===== config.mk =====
export PLATFORM = sky130hd
export DESIGN_NAME = snap_frame_gen
export DESIGN_NICKNAME = d
export VERILOG_FILES = /design/src/rtl/snap_frame_gen.sv
export SDC_FILE = /design/constraint.sdc
export NUM_CORES = 1
export LEC_CHECK = 0
export CELL_PAD_IN_SITES_DETAIL_PLACEMENT = 0
export CELL_PAD_IN_SITES_GLOBAL_PLACEMENT = 1
export CORE_MARGIN = 2
export CORE_UTILIZATION = 39
export CTS_CLUSTER_DIAMETER = 150
export DETAILED_ROUTE_END_ITERATION = 8
export PLACE_DENSITY_LB_ADDON = 0.1
export SLEW_MARGIN = 40
export SYNTH_ARGS = -nofsm -noshare
export SYNTH_HDL_FRONTEND = slang
export SYNTH_SLANG_ARGS = --single-unit

===== constraint.sdc =====
create_clock -name clk -period 2 [get_ports clk]
set_input_delay 0.3 -clock clk [delete_from_list [all_inputs] [get_ports clk]]
set_output_delay 0.3 -clock clk [all_outputs]
set_load 0.005 [all_outputs]

===== src/rtl/snap_frame_gen.sv =====
module snap_frame_gen #(
  parameter int COLS = 10,
  parameter int ROWS = 10,
  parameter int DW   = 32,
  parameter int PACE = 24
) (
  input  logic            clk,
  input  logic            rst_n,
  input  logic            cap_req,
  input  logic            m_tready,
  output logic [DW-1:0]   m_tdata,
  output logic            m_tvalid,
  output logic            m_tlast,
  output logic            m_tuser,
  output logic [DW/8-1:0] m_tkeep,
  output logic            busy,
  output logic            done
);
  localparam int CW = (COLS > 1) ? $clog2(COLS) : 1;
  localparam int RW = (ROWS > 1) ? $clog2(ROWS) : 1;
  localparam int GW = $clog2(PACE + 1);

  logic [CW-1:0] col;
  logic [RW-1:0] row;
  logic [DW-1:0] pix;
  logic [GW-1:0] gap;
  logic          vld, bsy, dn;

  wire hs  = vld & m_tready;
  wire eol = (col == CW'(COLS - 1));
  wire eof = eol & (row == RW'(ROWS - 1));

  always_ff @(posedge clk) begin
    if (!rst_n) begin
      col <= '0; row <= '0; pix <= '0; gap <= '0;
      vld <= 1'b0; bsy <= 1'b0; dn <= 1'b0;
    end else begin
      dn <= 1'b0;
      if (!bsy) begin
        if (cap_req) begin
          bsy <= 1'b1; vld <= 1'b1;
          col <= '0; row <= '0; pix <= '0; gap <= '0;
        end
      end else if (hs) begin
        pix <= pix + 1'b1;
        if (eof) begin
          bsy <= 1'b0; vld <= 1'b0; dn <= 1'b1;
        end else begin
          if (eol) begin
            col <= '0;
            row <= row + 1'b1;
          end else begin
            col <= col + 1'b1;
          end
          if (PACE == 1) begin
            vld <= 1'b1;
          end else begin
            vld <= 1'b0;
            gap <= GW'(PACE - 1);
          end
        end
      end else if (!vld) begin
        gap <= gap - 1'b1;
        if (gap == GW'(1)) vld <= 1'b1;
      end
    end
  end

  assign m_tdata  = pix;
  assign m_tvalid = vld;
  assign m_tuser  = vld & (col == '0) & (row == '0);
  assign m_tlast  = vld & eol;
  assign m_tkeep  = '1;
  assign busy     = bsy;
  assign done     = dn;

  a_r2_start: assert property (@(posedge clk) disable iff (!rst_n)
    (!busy && cap_req) |=> (busy && m_tvalid && m_tuser));
  a_r4_user_first: assert property (@(posedge clk) disable iff (!rst_n)
    m_tuser |-> (m_tdata == '0));
  a_r7_hold: assert property (@(posedge clk) disable iff (!rst_n)
    (m_tvalid && !m_tready) |=> (m_tvalid && $stable(m_tdata) && $stable(m_tlast) && $stable(m_tuser)));
  a_r3_step: assert property (@(posedge clk) disable iff (!rst_n)
    (m_tvalid && m_tready && !m_tlast) |=> (m_tdata == $past(m_tdata) + 1'b1));
  a_r8_gap: assert property (@(posedge clk) disable iff (!rst_n)
    (PACE > 1 && m_tvalid && m_tready && !done && busy && !(m_tlast && m_tdata == DW'(COLS*ROWS-1))) |=> !m_tvalid);
  a_r9_done: assert property (@(posedge clk) disable iff (!rst_n)
    done |-> (!busy && !m_tvalid));
  a_r9_fall: assert property (@(posedge clk) disable iff (!rst_n)
    $fell(busy) |-> done);
  a_r11_valid_busy: assert property (@(posedge clk) disable iff (!rst_n)
    m_tvalid |-> busy);
endmodule


After elaboration in Yosys (flattened, before gate mapping)

Index checks and enable logic that the tools add are counted.

Add/subtract/negate cells: 4
Equality and inequality tests: 8
Multiplexer cells: 27
Bitwise operators: 5
Reduce and logical (&&, ||, !) cells: 8

Operators by type and width:

| kind                                                 | number |
|---|---|
| two-way mux 32 bit                                   | 3 |
| two-way mux 4 bit                                    | 9 |
| adder 32 x 1 -> 32 bit (second input constant)       | 1 |
| two-way mux 5 bit                                    | 5 |
| two-way mux 1 bit                                    | 10 |
| AND reduction 3 bit                                  | 3 |
| adder 4 x 1 -> 4 bit (second input constant)         | 2 |
| equality test 4 bit (second input constant)          | 2 |
| logical NOT 4 bit                                    | 2 |
| AND 1 bit                                            | 5 |
| equality test 5 x 1 -> 1 bit (second input constant) | 1 |
| subtractor 5 x 1 -> 5 bit (second input constant)    | 1 |
| != test 2 x 1 -> 1 bit (second input constant)       | 2 |
| AND reduction 4 bit                                  | 1 |
| != test 3 x 2 -> 1 bit (second input constant)       | 1 |
| != test 3 bit (second input constant)                | 1 |
| != test 2 bit (second input constant)                | 1 |
| AND reduction 2 bit                                  | 1 |
| nonzero test 2 bit                                   | 1 |

Bits in registers: 48
Output and inout port bits: 41
Logic and storage cells: 59

Logic depth before layout (Yosys ltp)

Word-level depth: 5
Depth in mapped cells: 6

Least setup slack after synthesis

Ideal clock, no wire load.

Path kind: register to register
From: reg bsy, in the netlist busy
To: reg pix[23], in the netlist m_tdata[23]
Setup time: 70 ps
Arrival time: 1696 ps
Setup slack: 234 ps
Stages on the path, launching flop included: 7
Path buffers: 2
Clock period less this slack: 1766 ps
Cell sequence: dfxtp_1 > nand3_1 > buf_4 > a211o_1 > buf_6 > or4_1 > a21oi_1

Word-level cells in the longest chain between the ends: 2
Elaborated cells on any way between the ends: 4
Classes of those cells: 1 x eq/ne; 1 x mux; 2 x reduce/logical

Ends and longest elaborated chain:

| item                                                                                 | line | source |
|---|---|---|
| from (decl)                                                                          | 27   | `logic vld, bsy, dn;` |
| from (signal assigned)                                                               | 36   | `vld <= 1'b0; bsy <= 1'b0; dn <= 1'b0;` |
| from (signal assigned)                                                               | 41   | `bsy <= 1'b1; vld <= 1'b1;` |
| from (signal assigned)                                                               | 47   | `bsy <= 1'b0; vld <= 1'b0; dn <= 1'b1;` |
| != test 2 x 1 -> 1 bit (no source line) / nonzero test 2 bit (equally long branches) | -    |  |
| AND reduction 2 bit (no source line)                                                 | -    |  |
| to (signal assigned)                                                                 | 45   | `pix <= pix + 1'b1;` |
| to (decl)                                                                            | 25   | `logic [DW-1:0] pix;` |

Parallel ways exist; a longest one is shown, timed or not.
A chain may end at the register's enable or synchronous reset.

Worst setup path in the final report

From: reg bsy, in the netlist busy
To: out busy

RTL lines:

| item      | line | source |
|---|---|---|
| to (decl) | 16   | `output logic busy,` |

No word-level cell between the ends.

==> impl_results.md <==
* Max-slew violation count at 0
* Leak Pwr at 1.212 nW
* Most used DFF post-synth: dfxtp_1
* Worst Hold Class: register to register
* Post-Synthesis Cells at about 320
* Total CTS buffers at 5
* GPL Wtd Cong at ~0.8
* Resized cells post-CTS at 5
* Core footprint at roughly 6700 sq um
* Most common cell after layout, fill and taps aside: dfxtp_1
* Die Height at a little under 90 um
* Number of global-route vias before repair at around 2.4k
* Hold buffers post-CTS at 0
* Post-synth EDFFs at 0
* Least-Margin Pin Slew at 593.8 ps
* GR Overflow Total at 0
* Fill count at around 690
* Die X at about 86 um
* First-pass GRT wire length at around 12000 um
* Post-Place Cell Area at around 3400 sq um
* Clock sinks at 48
* Multi-input gate area at 1536 sq um
* Remaining DRCs at 0
* Port buffer count at 40
* Pwr/cell area at approximately 540 nW/um^2
* R2r startpoint: m_tdata[0]
* Hold path startpoint: gap[1]
* Number of core rows at 30
* FF/Latch Area at 963.4 sq um
* Starting Density at 0.3966
* Minimum clock period at approximately 1900 ps
* Syn Area/Cell at roughly 8.2 sq um
* Seq/Total Area, Yosys at 0.3626
* Non-filler cells, final at around 470
* Worst Path Required at between 1500 and 2000 ps
* HPWL after detailed placement at 5186 um
* Avg Vias per Cell at between 5 and 6
* Setup Buffers After CTS at 0
* Layout area overhead at 30.55%
* Placed insts at approximately 470
* Relative slew margins at 0.6023
* Critical Path Start Type: register
* R2r worst-path depth at 5
* R2r setup slk at between 200 and 250 ps
* Initial antenna violation count at 0
* Maxcap violations at 0
* # diodes at 0
* Simple-gate share of the synthesized area at 0.2951
* Sum Neg Setup Slack at 0 ps
* Post-synthesis mux area share at 0.04627
* TritonCTS clock tree: built
* Vias post-DR at ~2.7k
* Clk buf depth at 2
* Unrepaired setup endpoints after global routing: false
* Main combinational cell family by area after synthesis: simple AND/OR/NAND/NOR gates
* Max frequency at 529.8 MHz
* Final clock skew at 8.507 ps
* Share of layout cells above drive strength 1 at 0.1497
* Xor and xnor area share after synthesis at 0.003305
* Setup violators final at 0
* Crit Path Class: register to primary output
* Min-Delay Path Depth at 2
* Largest net degree at the start of global routing at 23
* Synthesized area at 2650 sq um
* CP Max Fanout at 7
* Total Routed Length at 7017 um
* Final #Nets at between 400 and 500
* Initial drt markers at between 80 and 90
* Total die area at around 7500 sq um
* Drt first pass iters at 4
* FFs w/ async S/R, synth at 0
* Synth unique cells at just under 50
* Status: finished, final reports clean
* Root Buffer Master: clkbuf_8
* All-layer global routing usage at 0.1943
* Clock slew at the register clock pins of the worst setup and hold paths at 90 ps
* Post-Synth Adder-Cell Area at 0.04249
* IO Pins at 45
* CP endpoint kind: primary output
* CP arrival at 1590 ps
* Most frequent cells in the layout: dfxtp_1 (46), buf_4 (41), clkdlybuf4s50_1 (38)
* Average routed wire per standard cell at 14.80 um
* H-tree level count at 2
* Final Hold Viols at 0
* Hold Path End: gap[1]
* Flip-flop and latch count after synthesis at between 40 and 50
* Post-route design area at between 3000 and 4000 sq um
* Compound-Gate Fraction of Synth Area at 0.1865
* Final Cycle Share at 0.9438
* Crit Reg-Reg Endpoint: m_tdata[22]
* Hold_ws at about 470 ps
* Routed Antenna Nets at 0
* Syn. warnings at 0
* Clk_lat worst skew at between 300 and 400 ps
* IR drop worst, VDD at ~0.00026 V
worst max path at each step:
stage | start | end | slack (ps) | cells after the start
after floorplan | busy | m_tdata[23] | 230 | 6
after global placement | m_tready | col[3] | -140 | 6
after detailed placement | m_tready | m_tdata[22] | -110 | 6
after CTS | busy | busy | 110 | 3
after global routing | busy | m_tdata[16] | 30 | 5
final | busy | busy | 110 | 3
final cells by class:
type,instances,share of cell area
Multi-Input combinational cell,242,0.4441
Sequential cell,48,0.2785
Timing Repair Buffer,81,0.2040
Tap cell,80,0.02893
Clock buffer,6,0.02387
Inverter,15,0.01627
Clock inverter,2,0.004340
cells in the mapped netlist, types with 5 or more instances:
master | number | area, sq um
or4_1 | 8 | 60.06
ha_1 | 9 | 112.6
nor4_1 | 7 | 43.79
o211ai_1 | 5 | 37.54
o31ai_1 | 9 | 67.56
buf_4 | 5 | 37.54
o21ai_0 | 8 | 40.04
nand3_1 | 19 | 95.09
dfxtp_1 | 48 | 960.9
nand2_1 | 27 | 101.4
and4_1 | 5 | 43.79
nand4_1 | 11 | 68.82
a21oi_1 | 33 | 165.2
nand2b_1 | 6 | 37.54
mux2i_1 | 10 | 100.1
nor2_1 | 15 | 56.30
inv_1 | 15 | 56.30
or3_1 | 17 | 106.4
clkbuf_1 | 11 | 41.29
cell families (layout without fill, tap and decap cells):
group | count (synthesis) | count (layout)
simple gates | 139 | 139
xor+xnor | 1 | 1
flops | 48 | 48
other cells | 1 | 4
buf+inv | 36 | 104
mux | 12 | 12
compound gates | 77 | 77
fa+ha+maj | 9 | 9
critical path, cell delays in order (launching register included):
cell	delay [ps]
dfxtp_1	440
buf_4	190
buf_4	140
clkdlybuf4s50_1	510
sequential cells by signal (all words and copies together) (netlist names):
signal / count
m_tdata: 32
busy: 1
col: 4
m_tvalid: 1
row: 4
done: 1
gap: 5
per-stage QoR:
| step | setup slack (ps) | utilization | power (W) |
|---|---|---|---|
| 2_1_floorplan | 234.1 | - | 0.001156 |
| 5_1_grt | 27.92 | 0.5178 | 0.001950 |
| 4_1_cts | 109.9 | 0.5178 | 0.001887 |
| 3_3_place_gp | -139.0 | 0.5030 | 0.001245 |
| 3_5_place_dp | -113.5 | 0.5030 | 0.001246 |
| 6_report | 112.4 | 0.5178 | 0.001861 |
layer usage:
layer	GRT usage	share of wire
met1	0.2522	0.48
met2	0.3294	0.48
met3	0.03619	0.028
met4	0.05540	0.0097
met5	0	0
power breakdown:
group / internal, W / switching [W]
combinational: 0.000106 / 0.000122
clock: 0.000281 / 0.000358
sequential: 0.000974 / 0.0000202
(Power assumes the default switching activity.)
